--- src/rtl/prodc_pkg.sv ---
package prodc_pkg;

    // Constituent code geometry: Hamming(7,4)
    localparam int K         = 4;
    localparam int N         = 7;
    localparam int P         = N - K;
    localparam int DATA_BITS = K * K;
    localparam int CW_BITS   = N * N;
    localparam int DCNT_W    = $clog2(DATA_BITS);
    localparam int POS_W     = $clog2(N);
    localparam int SEL_W     = $clog2(CW_BITS);

    // Position inside the 7x7 output matrix
    typedef struct packed {
        logic [POS_W-1:0] row;
        logic [POS_W-1:0] col;
    } cw_pos_t;

    // Check bits of one 4-bit word, d[0] is d1
    function automatic logic [P-1:0] ham_par(input logic [K-1:0] d);
        logic [P-1:0] p;
        p[0] = d[0] ^ d[1] ^ d[3];
        p[1] = d[0] ^ d[2] ^ d[3];
        p[2] = d[1] ^ d[2] ^ d[3];
        return p;
    endfunction

endpackage

--- src/rtl/hamprod_fill.sv ---
module hamprod_fill
    import prodc_pkg::*;
(
    input  logic                 clk,
    input  logic                 rst,
    input  logic                 in_valid,
    input  logic                 in_bit,
    input  logic                 release_i,
    output logic                 in_ready,
    output logic                 full,
    output logic [DATA_BITS-1:0] data
);

    logic [DCNT_W-1:0] cnt;
    logic              accept;
    logic              at_end;

    assign in_ready = !full;
    assign accept   = in_valid && in_ready;
    assign at_end   = (cnt == DCNT_W'(DATA_BITS - 1));

    always_ff @(posedge clk) begin
        if (rst) begin
            cnt  <= '0;
            full <= 1'b0;
            data <= '0;
        end else begin
            if (release_i) begin
                full <= 1'b0;
            end
            if (accept) begin
                data[cnt] <= in_bit;
                if (at_end) begin
                    cnt  <= '0;
                    full <= 1'b1;
                end else begin
                    cnt <= cnt + 1'b1;
                end
            end
        end
    end

    // the sixteenth accepted bit closes the array
    assert_fill_done_R3: assert property (@(posedge clk) disable iff (rst)
        (accept && at_end) |=> full);

    // without an accepted bit the stored array holds
    assert_hold_array_R2: assert property (@(posedge clk) disable iff (rst)
        !accept |=> $stable(data));

    // nothing is counted while the array is held
    assert_no_count_full_R8: assert property (@(posedge clk) disable iff (rst)
        full |=> $stable(cnt));

    // a release only happens on a held array
    assert_release_full_R4: assert property (@(posedge clk) disable iff (rst)
        release_i |-> full);

endmodule

--- src/rtl/hamprod_matrix.sv ---
module hamprod_matrix
    import prodc_pkg::*;
(
    input  logic                 clk,
    input  logic                 rst,
    input  logic [DATA_BITS-1:0] data,
    output logic [CW_BITS-1:0]   cw
);

    logic [K-1:0] row_d [K];
    logic [P-1:0] row_p [K];
    logic [K-1:0] col_d [K];
    logic [P-1:0] col_p [K];
    logic [K-1:0] chk_d [P];
    logic [P-1:0] chk_p [P];
    logic [K-1:0] rpc_d [P];
    logic [P-1:0] rpc_p [P];

    // Column slices of the array
    always_comb begin
        for (int c = 0; c < K; c++) begin
            for (int r = 0; r < K; r++) begin
                col_d[c][r] = data[r*K + c];
            end
        end
    end

    // Check rows from the column check bits, and row-check columns
    always_comb begin
        for (int j = 0; j < P; j++) begin
            for (int c = 0; c < K; c++) begin
                chk_d[j][c] = col_p[c][j];
            end
            for (int r = 0; r < K; r++) begin
                rpc_d[j][r] = row_p[r][j];
            end
        end
    end

    genvar g;
    generate
        for (g = 0; g < K; g++) begin : g_rows
            assign row_d[g] = data[g*K +: K];
            assign row_p[g] = ham_par(row_d[g]);
            assign col_p[g] = ham_par(col_d[g]);
            assign cw[g*N +: N] = {row_p[g], row_d[g]};
        end
        for (g = 0; g < P; g++) begin : g_chk
            assign chk_p[g] = ham_par(chk_d[g]);
            assign rpc_p[g] = ham_par(rpc_d[g]);
            assign cw[(K+g)*N +: N] = {chk_p[g], chk_d[g]};
        end
    endgenerate

    // corner by rows matches corner by columns
    logic [P*P-1:0] corner_rows;
    logic [P*P-1:0] corner_cols;
    always_comb begin
        for (int j = 0; j < P; j++) begin
            for (int q = 0; q < P; q++) begin
                corner_rows[j*P + q] = chk_p[j][q];
                corner_cols[j*P + q] = rpc_p[q][j];
            end
        end
    end

    assert_corner_match_R7: assert property (@(posedge clk) disable iff (rst)
        corner_rows == corner_cols);

endmodule

--- src/rtl/hamprod_emit.sv ---
module hamprod_emit
    import prodc_pkg::*;
(
    input  logic               clk,
    input  logic               rst,
    input  logic               full,
    input  logic [CW_BITS-1:0] cw,
    output logic               out_valid,
    output logic               out_bit,
    output logic               out_last,
    output logic               release_o
);

    cw_pos_t          pos;
    logic [SEL_W-1:0] sel;
    logic             row_end;
    logic             mat_end;

    assign row_end = (pos.col == POS_W'(N - 1));
    assign mat_end = row_end && (pos.row == POS_W'(N - 1));

    always_ff @(posedge clk) begin
        if (rst) begin
            pos <= '0;
        end else if (full) begin
            if (row_end) begin
                pos.col <= '0;
                pos.row <= mat_end ? '0 : pos.row + 1'b1;
            end else begin
                pos.col <= pos.col + 1'b1;
            end
        end
    end

    assign sel       = SEL_W'(pos.row) * SEL_W'(N) + SEL_W'(pos.col);
    assign out_valid = full;
    assign out_bit   = full && cw[sel];
    assign out_last  = full && mat_end;
    assign release_o = out_last;

    // emission runs without a gap until the last bit
    assert_no_gap_R3: assert property (@(posedge clk) disable iff (rst)
        (out_valid && !out_last) |=> out_valid);

    // the last bit ends emission
    assert_end_R3: assert property (@(posedge clk) disable iff (rst)
        out_last |=> !out_valid);

    // position restarts at the matrix origin between blocks
    assert_pos_idle_R3: assert property (@(posedge clk) disable iff (rst)
        !full |-> (pos == '0));

    // the column never leaves the matrix
    assert_col_range_R5: assert property (@(posedge clk) disable iff (rst)
        pos.col < POS_W'(N));

endmodule

--- src/rtl/hamprod_enc.sv ---
module hamprod_enc
    import prodc_pkg::*;
(
    input  logic clk,
    input  logic rst,
    input  logic in_valid,
    input  logic in_bit,
    output logic in_ready,
    output logic out_valid,
    output logic out_bit,
    output logic out_last
);

    logic                 full;
    logic                 release_s;
    logic [DATA_BITS-1:0] data;
    logic [CW_BITS-1:0]   cw;

    hamprod_fill u_fill (
        .clk       (clk),
        .rst       (rst),
        .in_valid  (in_valid),
        .in_bit    (in_bit),
        .release_i (release_s),
        .in_ready  (in_ready),
        .full      (full),
        .data      (data)
    );

    hamprod_matrix u_matrix (
        .clk  (clk),
        .rst  (rst),
        .data (data),
        .cw   (cw)
    );

    hamprod_emit u_emit (
        .clk       (clk),
        .rst       (rst),
        .full      (full),
        .cw        (cw),
        .out_valid (out_valid),
        .out_bit   (out_bit),
        .out_last  (out_last),
        .release_o (release_s)
    );

    // no input is taken during emission
    assert_ready_low_R4: assert property (@(posedge clk) disable iff (rst)
        out_valid |-> !in_ready);

    // input opens again right after the last bit
    assert_ready_back_R4: assert property (@(posedge clk) disable iff (rst)
        out_last |=> in_ready);

    // outputs are quiet right after reset
    assert_reset_quiet_R1: assert property (@(posedge clk)
        $past(rst) |-> (!out_valid && !out_last && in_ready));

endmodule

--- config.mk ---
export PLATFORM = sky130hd
export DESIGN_NAME = hamprod_enc
export DESIGN_NICKNAME = d
export VERILOG_FILES = /design/src/rtl/prodc_pkg.sv /design/src/rtl/hamprod_fill.sv /design/src/rtl/hamprod_matrix.sv /design/src/rtl/hamprod_emit.sv /design/src/rtl/hamprod_enc.sv
export SDC_FILE = /design/constraint.sdc
export NUM_CORES = 1
export LEC_CHECK = 0
export BUFFER_PORTS_ARGS = -buffer_cell sky130_fd_sc_hd__buf_2
export CAP_MARGIN = 20
export CORE_AREA = 3 3 86 104
export DETAILED_ROUTE_END_ITERATION = 10
export DIE_AREA = 0 0 89 107
export GPL_TIMING_DRIVEN = 0
export PLACE_DENSITY = 0.48
export SLEW_MARGIN = 20
export SYNTH_ARGS = -nofsm -noshare
export SYNTH_HDL_FRONTEND = slang
export SYNTH_HIERARCHICAL = 1
export SYNTH_SLANG_ARGS = --single-unit
--- constraint.sdc ---
create_clock -name clk -period 4.2 [get_ports clk]
set_input_delay 0.84 -clock clk [delete_from_list [all_inputs] [get_ports clk]]
set_output_delay 0.84 -clock clk [all_outputs]
set_load 0.02 [all_outputs]
; Word-level counts from Yosys, hierarchy flattened
; Index checks and enable logic that the tools add are counted.
[word_totals]
input_bits = 4
ff_bits = 27
out_inout_bits = 4
word_cells = 100
[classes]
eq_ne = 3
bitwise_logic = 66
n_lt_le_gt_ge = 3
n_addsub = 4
mux = 11
multipliers = 1
n_reduce_logical = 7
[ops]
columns = operator, n
row1 = bitwise XOR 1 bit, 66
row2 = bitwise mux 16 bit, 1
row3 = < comparator 6 x 7 -> 1 bit (second input constant), 1
row4 = adder 3 x 1 -> 3 bit (second input constant), 2
row5 = adder 6 x 3 -> 6 bit, 1
row6 = binary-select mux 1 bit (select 6 bit), 1
row7 = == test 3 bit (second input constant), 2
row8 = multiplier 3 x 3 -> 6 bit (second input constant), 1
row9 = 2-to-1 mux 3 bit, 2
row10 = logical AND 1 bit, 5
row11 = < comparator 4 x 5 -> 1 bit (second input constant), 1
row12 = 2-to-1 mux 1 bit, 5
row13 = adder 4 x 1 -> 4 bit (second input constant), 1
row14 = demux 1 bit (select 4 bit), 1
row15 = == test 4 bit (second input constant), 1
row16 = >= comparator 4 x 1 -> 1 bit (second input constant), 1
row17 = 2-to-1 mux 4 bit, 1
row18 = AND reduction 2 bit, 1
row19 = zero test 1 bit, 1

; Depth between registers and ports, before layout
; Gate-level depths: netlist of run 1.
[logic_depth]
word_depth = 7
depth_mapped = 11
ltp_nobuf = 11

; Modules after synthesis
; The synthesis of run 1 kept the hierarchy.
[by_module_without_submodules]
columns = module, seq_area_each_um2, area_per_inst_um2, cells_each, instances
row1 = hamprod_fill, 420.4, 1007.2, 105, 1
row2 = hamprod_emit, 120.1, 991.0, 90, 1
row3 = hamprod_matrix, 0.0, 775.7, 78, 1

; Worst setup path before layout of run 1
; Ideal clock, no wire load.
[synth_path]
path_type = register -> output
startpoint = register u_emit/pos[3] (netlist name)
endpoint = output out_bit
required_time_ns = 3.360
arrival_ns = 3.524
n_path_buf = 0
path_slack_ns = -0.164
stages_incl_launch_ff = 11
cell_sequence = dfxtp_1 -> fa_1 -> inv_1 -> fa_1 -> inv_1 -> fa_1 -> xnor2_1 -> mux2i_1 -> mux2_2 -> and3_1 -> nor4_1
[synth_via]
elab_chain_cells = 5
[synth_lines]
columns = item, line_no
row1 = "start, declared", hamprod_emit.sv:14  ; cw_pos_t pos;
row2 = multiplier 3 x 3 -> 6 bit, hamprod_emit.sv:35  ; assign sel = SEL_W'(pos.row) * SEL_W'(N) + SEL_W'(pos.col);
row3 = adder 6 x 3 -> 6 bit, hamprod_emit.sv:35
row4 = binary-select mux 1 bit (select 6 bit), hamprod_emit.sv:37  ; assign out_bit = full && cw[sel];
row5 = 2-to-1 mux 1 bit (not written as such), hamprod_emit.sv:37
row6 = logical AND 1 bit, hamprod_emit.sv:37
row7 = "end, declared", hamprod_enc.sv:10  ; output logic out_bit,
; Every way passes these cells. The select of a mux whose other input is x is not followed.

; Worst setup path in the final report of run 1
; Same ends and word-level chain as after synthesis.

==> results of run 1 <==
-- power by group through the flow --
stage | logic, W | clock network, W | registers [W]
floorplan | 0.0000528 | 0 | 0.000269
global placement | 0.0000662 | 0 | 0.000270
detailed placement | 0.0000668 | 0 | 0.000270
CTS | 0.0000671 | 0.000163 | 0.000264
global route | 0.0000726 | 0.000176 | 0.000264
finish | 0.0000660 | 0.000158 | 0.000263
-- per-stage QoR --
step,setup TNS [ps],util
after floorplan,0,-
after global placement,-420,0.364
after detailed placement,-421,0.364
after CTS,-353,0.374
after global routing,-440,0.374
final,-344,0.374
-- cell families after synthesis --
family | share of synthesized area
flip-flops | 0.195
adder cells (fa/ha/maj) | 0.0965
AO/OA/AOI/OAI | 0.0329
multiplexers | 0.194
AND/OR/NAND/NOR | 0.134
buffers and inverters | 0.113
XOR/XNOR | 0.235
-- placed cells by master, fill, tap and decap left out, drive strengths merged, types with 2 or more instances in the layout --
master  netlist  final
a21o          2      2
a21oi         9      9
and3          3      3
buf          29     38
clkbuf        7      9
dfxtp        27     27
fa            4      4
ha           15     15
inv          15     15
mux2          2      2
mux2i        19     19
mux4         14     14
nand2         6      6
nand2b       19     19
nand3        14     14
nand3b        3      3
nand4         6      6
nor2          7      7
nor2b         2      2
nor3          4      4
o21ai         3      3
xnor2        45     45
xnor3         6      6
xor2          7      7
-- cells in the mapped netlist, drive strengths merged --
cell	count
xnor2	45
buf	29
dfxtp	27
mux2i	19
nand2b	19
ha	15
inv	15
mux4	14
nand3	14
a21oi	9
clkbuf	7
nor2	7
xor2	7
nand2	6
nand4	6
xnor3	6
fa	4
nor3	4
and3	3
nand3b	3
o21ai	3
a21o	2
mux2	2
nor2b	2
a2111oi	1
and2b	1
nor4	1
o31ai	1
or4	1
-- worst max-delay path by stage --
stage / from / to / cells past startpoint
6_report: u_emit/pos[3] / out_bit / 10
3_5_place_dp: u_emit/pos[3] / out_bit / 11
5_1_grt: u_emit/pos[3] / out_bit / 10
3_3_place_gp: u_emit/pos[3] / out_bit / 11
2_1_floorplan: u_emit/pos[3] / out_bit / 10
4_1_cts: u_emit/pos[3] / out_bit / 10
-- critical path, cell delays in order, from the launching register on --
cell	delay, ps
dfxtp_4	390
fa_1	550
inv_2	40
fa_1	520
inv_2	50
fa_2	610
mux4_2	320
mux4_2	500
o31ai_2	220
nor4_2	60
buf_4	170
-- repair_timing --
item / CTS / global route
pin swaps: 1 / 0
buffers inserted: 2 / 0
gates resized for setup: 5 / 5
setup endpoints to repair: 1 / 1
-- layout make-up --
cell class	instances	share of cell area
multi-input cells	195	0.643
clock buffers	3	0.0137
well taps	95	0.0394
clock inverters	1	0.00249
inverters	15	0.0187
flip-flops and latches	27	0.181
plain buffers	35	0.0842
repair buffers	9	0.0174
-- state kept, by name, summed over array words and instances (netlist names) --
signal,cells
u_fill/full,1
u_emit/pos,6
u_fill/data,16
u_fill/cnt,4
-- routing by layer --
metal / part of all wire / wire, um / global-route usage / up-vias
met2: 0.51 / 2840 / 0.212 / 7
met5: 0 / 0 / 0 / -
met1: 0.47 / 2600 / 0.168 / 920
met3: 0.012 / 65 / 0.0146 / 2
li1: - / - / - / 935
met4: 0.0060 / 33 / 0.0255 / 0
==> impl_metrics.toml, run 1 <==
[min_path]
hold_start = "u_fill/data[14]"
min_to = "u_fill/data[14]"
min_delay_path_depth = 2
hp-class = "flip-flop to flip-flop"

[run]
max_cap_violations = 0

[grt]
grt_max_degree = 17
grt_pass1_wl_mm = 9.33
grt.overflow.total = 0
track_usage = 0.124
grt_pass1_vias = 1871
antenna_found_initial = 0

[pwr]
pwr_density_cell_nw_per_um2 = 161
p_int_w = 0.000361
p_comb_frac = 0.135
pwr-share-seq = 0.540
switchingPower_w = 0.000126
p_total_w = 0.000487
p_sw_frac = 0.259
ir_drop_mv = 0.117
leakage_nw = 1.37
p_clk_frac = 0.324

[outcome]
violations = "negative setup slack"
status = "finished with violations"

[layout]
multi_input_area_sq_um = 1940
syn2layout_area_growth_pct = 8.80
fin_cells = 380
drive_above_1_share = 0.260
layout.nets = 309
design_area_sq_um = 3020
seq_area_sq_um = 547
n_fill_cell = 813
antenna_cells = 0

[timing]
worst_pin_slew_ps = 585
finalCritPeriodShare = 1.08
slew_viol_final = 0
slew-limit-headroom = 0.607
finClkSkew_ps = 15.3
fin_crit_ps = 4540
rsz0062_at_grt = "true"
setup_violations = 1
hold_viol_final = 0
clock.fmax_mhz = 220
whs_ps = 499
layout_setup_ws_ps = -344

[die]
die_y_um = 107
num_rows = 36
core_area_sq_um = 8060
pin_count = 8
die_w_um = 89
start_util = 0.344
die_area_sq_um = 9520

[cts]
cts_buffer_depth = 2
cts_hold_buf = 0
cts.clk_slew.worst_paths_ps = 110
cts_buffers = 3
cts_sinks = 27
cts_tree = "done"
clock_latency_ps = 280
cts-root-buf = "clkbuf_8"
htreeDepth = 1

[place]
dpl-instance-area_sq_um = 2930
place.gp.congestion = 0.747
dpl.cell_count = 375
dp_slack_ps = -421
dpl.hpwl_mm = 4.33
io_buffers = 7

[synth]
synth.distinct_cells = 35
syn_area_sq_um = 2770
synth_top_area_frac = 0.195
synth-seq-cells = 27
synthCells = 273
synth_top_area_cell = "dfxtp_1"
yosysWarningCount = 6
avgSynthCellArea_sq_um = 10.2
syn-num-nets = 296
synth_area_leaders = "dfxtp_1 (19%), xnor2_1 (12%), mux4_2 (8.9%)"
yosysSeqAreaShare = 0.195

[detailed_routing]
dr.pass1.iters = 4
vias = 1864
detail_route.wirelength_mm = 5.54
wl_per_cell_um = 14.6
vias_per_cell = 4.91
drt_iter0_drc = 41
drc = 0
ant_nets = 0

[worst_setup_path]
arrival_ps = 3700
critical_path_class = "flip-flop to primary output"
r2r-end = "u_fill/full"
cp_max_fo = 7
rr_worst_depth = 6
end_kind = "primary output"
worst_ep_required_time_ps = 3360
critPathLaunchType = "flip-flop"
r2r_start = "u_fill/full"
regToRegSetupSlack_ps = 2190
Note: power is estimated with default switching activity, not from simulation.
==> inputs of run 2 (changes only) <==
--- a/config.mk
+++ b/config.mk
@@ -11,9 +11,10 @@
 export DETAILED_ROUTE_END_ITERATION = 10
 export DIE_AREA = 0 0 89 107
 export GPL_TIMING_DRIVEN = 0
-export PLACE_DENSITY = 0.48
+export PLACE_DENSITY = 0.46
 export SLEW_MARGIN = 20
 export SYNTH_ARGS = -nofsm -noshare
 export SYNTH_HDL_FRONTEND = slang
 export SYNTH_HIERARCHICAL = 1
 export SYNTH_SLANG_ARGS = --single-unit
+export TNS_END_PERCENT = 5
==> constraint.sdc (replaced) <==
create_clock -name clk -period 5.4 [get_ports clk]
set_input_delay 1.08 -clock clk [delete_from_list [all_inputs] [get_ports clk]]
set_output_delay 1.08 -clock clk [all_outputs]
set_load 0.02 [all_outputs]
==> run 2 against run 1 <==
Against the previous run:
- the flow now finishes without violations
- via count down 2.5%
- routed wire length down 2.5%
- setup slack better by 700 ps
- sequential cell count unchanged
- global-route usage up 0.27 points
- first-iteration DRC count up 20%
- core utilization down 0.56 points
- die area unchanged
- clock skew down 5.6 ps
- design area down 1.5%
- non-clock buffer count down 2
- sequential share of layout area up 0.064 points
- critical endpoint unchanged
==> impl_metrics.toml, run 2 (synthesis results as in run 1) <==
[cts]
cts-root-buf = "clkbuf_8"
clock_latency_ps = 280
htreeDepth = 1
postCtsSetupBuffers = 0
ctsResizeCount = 0
cts_buffer_depth = 2
cts_sinks = 27
cts_buffers = 3
cts.clk_slew.worst_paths_ps = 100
cts_hold_buf = 0
cts_tree = "done"

[die]
start_util = 0.344
num_rows = 36
die_area_sq_um = 9520
pin_count = 8
core_area_sq_um = 8060
die_w_um = 89
die_y_um = 107

[layout]
n_fill_cell = 826
multi_input_area_sq_um = 1920
largest_register_ffs = 16
syn2layout_area_growth_pct = 7.17
regMostFlops = "u_fill/data"
top_regs = "u_fill/data (16), u_emit/pos (6), u_fill/cnt (4)"
seq_area_sq_um = 541
fin_cells = 378
design_area_sq_um = 2970
drive_above_1_share = 0.223
final_common_cell = "xnor2_1"
antenna_cells = 0
mostFrequentLayoutCells = "xnor2_1 (38), dfxtp_1 (27), buf_4 (21), mux2i_1 (19), nand2b_1 (19)"
layout.nets = 307

[pwr]
pwr_density_cell_nw_per_um2 = 127
ir_drop_mv = 0.100
leakage_nw = 1.36

[grt]
track_usage = 0.127
grt_pass1_vias = 1884
grt_max_degree = 17
grt.overflow.total = 0
antenna_found_initial = 0
grt_pass1_wl_mm = 9.45

[worst_setup_path]
worst_path_max_delay_cell = "xnor2_1"
end_kind = "primary output"
critPathLaunchType = "flip-flop"
critical-path-top-delay-family = "adder cells"
critical_path_class = "flip-flop to primary output"
critPathMaxStageDelay_ps = 560
arrival_ps = 3960
crit_top_cell = "fa_1"
cp_max_fo = 5
critPathBufInv = 3
worst_ep_required_time_ps = 4320
crit_chain = "fa_1, inv_1, fa_1, inv_1, fa_1, xnor2_1, mux2i_1, mux2_2, and3_1, nor4_1, buf_2"

[detailed_routing]
drt_iter0_drc = 49
detail_route.wirelength_mm = 5.40
dr.pass1.iters = 4
vias = 1817
wl_per_cell_um = 14.3
drc = 0
ant_nets = 0
route.met3.wl_um = 57
wl_met1_mm = 2.51
wl_met2_mm = 2.79
vias_per_cell = 4.81
top_layer = "met4"

[timing]
fin_crit_ps = 5040
worst_pin_slew_ps = 645
slew_viol_final = 0
finalSetupTns_ps = 0
rsz0062_at_grt = "false"
finClkSkew_ps = 9.72
finalCritPeriodShare = 0.933
hold_viol_final = 0
setup_violations = 0
clock.fmax_mhz = 198
slew-limit-headroom = 0.567

[run]
max_cap_violations = 0

[place]
dpl.hpwl_mm = 4.31
place.gp.congestion = 0.713
dpl.cell_count = 375
dpl-instance-area_sq_um = 2930
io_buffers = 7

[min_path]
hp-class = "flip-flop to flip-flop"

[outcome]
status = "finished clean"
[run 2: changes by cell type in the layout (fill, tap and decap cells not counted), sizes merged]
cell | previous run | this run
buf | 38 | 36
[run 2: layer usage]
layer,up-vias,track usage
met1,872,0.164
met3,4,0.0161
met4,0,0.0287
met5,-,0
met2,8,0.222
li1,933,-
[run 2: path summary, 6_finish.rpt]
kind | start | endpoint | slack, ps | cells past startpoint
max reg2reg | u_fill/full | u_fill/full | 3440 | 6
min | u_fill/data[2] | u_fill/data[2] | 490 | 2
min reg2reg | u_fill/data[2] | u_fill/data[2] | 490 | 2
max | u_emit/pos[3] | out_bit | 360 | 11
[run 2: where the power goes]
| part | total (W) | switching, W | internal, W |
|---|---|---|---|
| Combinational | 0.0000509 | 0.0000234 | 0.0000275 |
| Sequential | 0.000205 | 0.00000378 | 0.000201 |
| Clock | 0.000121 | 0.0000686 | 0.0000525 |
| Total | 0.000377 | 0.0000958 | 0.000281 |
[run 2: stage by stage]
step                      setup slack [ps]   util  power, W  hold slack (ps)
after global routing                   132  0.369  0.000397              518
final                                  359  0.369  0.000377              489
after global placement                 589  0.363  0.000261              477
after floorplan                        796      -  0.000250              453
after CTS                              241  0.369  0.000385              496
after detailed placement               570  0.363  0.000262              480
[run 2: area by class of cell]
type	count	area share
Multi-Input combinational cell	195	0.646
Inverter	15	0.0189
Tap cell	95	0.0400
Timing Repair Buffer	7	0.0118
Sequential cell	27	0.182
Clock buffer	3	0.0139
Clock inverter	1	0.00253
Buffer	35	0.0854
[run 2: tightest hold or removal path, stage by stage (launching register included)]
cell	delay [ps]
dfxtp_1	330
nand2b_1	70
mux2i_1	60
==> inputs of run 3 (changes only) <==
--- a/config.mk
+++ b/config.mk
@@ -7,9 +7,9 @@
 export LEC_CHECK = 0
 export BUFFER_PORTS_ARGS = -buffer_cell sky130_fd_sc_hd__buf_2
 export CAP_MARGIN = 20
-export CORE_AREA = 3 3 86 104
+export CORE_AREA = 5 5 88 106
 export DETAILED_ROUTE_END_ITERATION = 10
-export DIE_AREA = 0 0 89 107
+export DIE_AREA = 0 0 93 111
 export GPL_TIMING_DRIVEN = 0
 export PLACE_DENSITY = 0.46
 export SLEW_MARGIN = 20
==> constraint.sdc (replaced) <==
create_clock -name clk -period 5.85 [get_ports clk]
set_input_delay 1.17 -clock clk [delete_from_list [all_inputs] [get_ports clk]]
set_output_delay 1.17 -clock clk [all_outputs]
set_load 0.02 [all_outputs]
==> run 3 against run 2 <==
Against the previous run:
- global-route usage shrank 0.92 points
- largest power group unchanged
- combinational power down 7.1%
- largest cell class unchanged
- power down 7.5%
==> impl_metrics.toml, run 3 (synthesis results as in run 1) <==
[outcome]
status = "finished clean"

[layout]
layout.nets = 308
n_fill_cell = 849
top_regs = "u_fill/data (16), u_emit/pos (6), u_fill/cnt (4)"
finish.utilization = 0.367
syn2layout_area_growth_pct = 7.31
regMostFlops = "u_fill/data"
drive_above_1_share = 0.222
mostFrequentLayoutCells = "xnor2_1 (38), dfxtp_1 (27), buf_4 (21), mux2i_1 (19), nand2b_1 (19)"
final_common_cell = "xnor2_1"
design_area_sq_um = 2980
fin_cells = 379
antenna_cells = 0
multi_input_area_sq_um = 1920
largest_register_ffs = 16
seq_area_sq_um = 541

[run]
max_cap_violations = 0

[place]
place.gp.congestion = 0.732
dpl.hpwl_mm = 4.40
io_buffers = 7
dpl.cell_count = 375
dpl-instance-area_sq_um = 2930

[detailed_routing]
ant_nets = 0
vias = 1813
vias_per_cell = 4.78
detail_route.wirelength_mm = 5.57
wl_per_cell_um = 14.7
dr.pass1.iters = 4
drt_iter0_drc = 52
drc = 0

[timing]
fin_crit_ps = 5180
finalSetupTns_ps = 0
hold_viol_final = 0
clock.fmax_mhz = 193
rsz0062_at_grt = "false"
setup_violations = 0
slew_viol_final = 0
finClkSkew_ps = 8.87
worst_pin_slew_ps = 635
slew-limit-headroom = 0.573
finalCritPeriodShare = 0.885

[cts]
htreeDepth = 1
cts_sinks = 27
cts_buffer_depth = 2
clock_latency_ps = 280
cts.clk_slew.worst_paths_ps = 110
postCtsSetupBuffers = 0
cts_buffers = 3
cts-root-buf = "clkbuf_8"
ctsResizeCount = 0
cts_hold_buf = 0
cts_tree = "done"

[worst_setup_path]
critPathLaunchType = "flip-flop"
arrival_ps = 4010
regToRegSetupSlack_ps = 3850
end_kind = "primary output"
critical_path_class = "flip-flop to primary output"
cp_max_fo = 7
worst_ep_required_time_ps = 4680

[pwr]
switchingPower_w = 0.0000891
p_total_w = 0.000349
leakage_nw = 1.36
p_sw_frac = 0.256
pwr_density_cell_nw_per_um2 = 117
pwr-share-seq = 0.543
p_comb_frac = 0.136
p_int_w = 0.000260
p_clk_frac = 0.322
ir_drop_mv = 0.0793

[die]
start_util = 0.342
die_y_um = 111
num_rows = 36
pin_count = 8
die_area_sq_um = 10300
die_w_um = 93
core_area_sq_um = 8110

[grt]
grt_pass1_wl_mm = 9.81
grt_max_degree = 17
grt_pass1_vias = 1961
grt.overflow.total = 0
track_usage = 0.118
antenna_found_initial = 0

[min_path]
hp-class = "flip-flop to flip-flop"
run 3: changes by cell type in the layout (fill, tap and decap cells not counted):
cell,previous run,this run
clkbuf_1,4,5
run 3: per-layer routing:
metal  global-route usage  vias up  wire [um]
met2                0.205        3       2850
met1                0.156      870       2620
li1                     -      938          -
met4               0.0235        0         30
met3               0.0136        2         63
met5                    0        -          0
run 3: per-stage QoR:
stage	hold WS, ps	worst slack, ps
floorplan	453	1160
global placement	477	911
detailed placement	480	963
CTS	500	630
global route	527	392
finish	495	675
run 3: critical path, cell delays in order (launching register included):
cell      delay [ps]
dfxtp_1          400
fa_1             560
inv_1             50
fa_1             490
inv_1             70
fa_1             500
clkbuf_1         350
mux4_2           390
mux4_2           480
o31ai_1          200
nor4_1            70
buf_2            160
run 3: cell type report:
cell class	instances	share of cell area
plain buffers	36	0.0866
multi-input cells	195	0.645
well taps	95	0.0399
inverters	15	0.0189
clock inverters	1	0.00252
repair buffers	7	0.0118
flip-flops and latches	27	0.182
clock buffers	3	0.0139
run 3: worst paths after layout:
path | startpoint | to | cells past startpoint
worst max-delay path | u_emit/pos[3] | out_bit | 11
worst min-delay path | u_fill/data[2] | u_fill/data[2] | 2
worst max register to register | u_fill/full | u_fill/full | 6
worst min register to register | u_fill/data[2] | u_fill/data[2] | 2
run 3: power groups by stage:
| stage | Combinational (W) | Sequential [W] | Clock, W |
|---|---|---|---|
| after floorplan | 0.0000378 | 0.000193 | 0 |
| after CTS | 0.0000482 | 0.000189 | 0.000118 |
| after global routing | 0.0000524 | 0.000190 | 0.000128 |
| final | 0.0000473 | 0.000189 | 0.000112 |
| after detailed placement | 0.0000480 | 0.000194 | 0 |
| after global placement | 0.0000475 | 0.000194 | 0 |
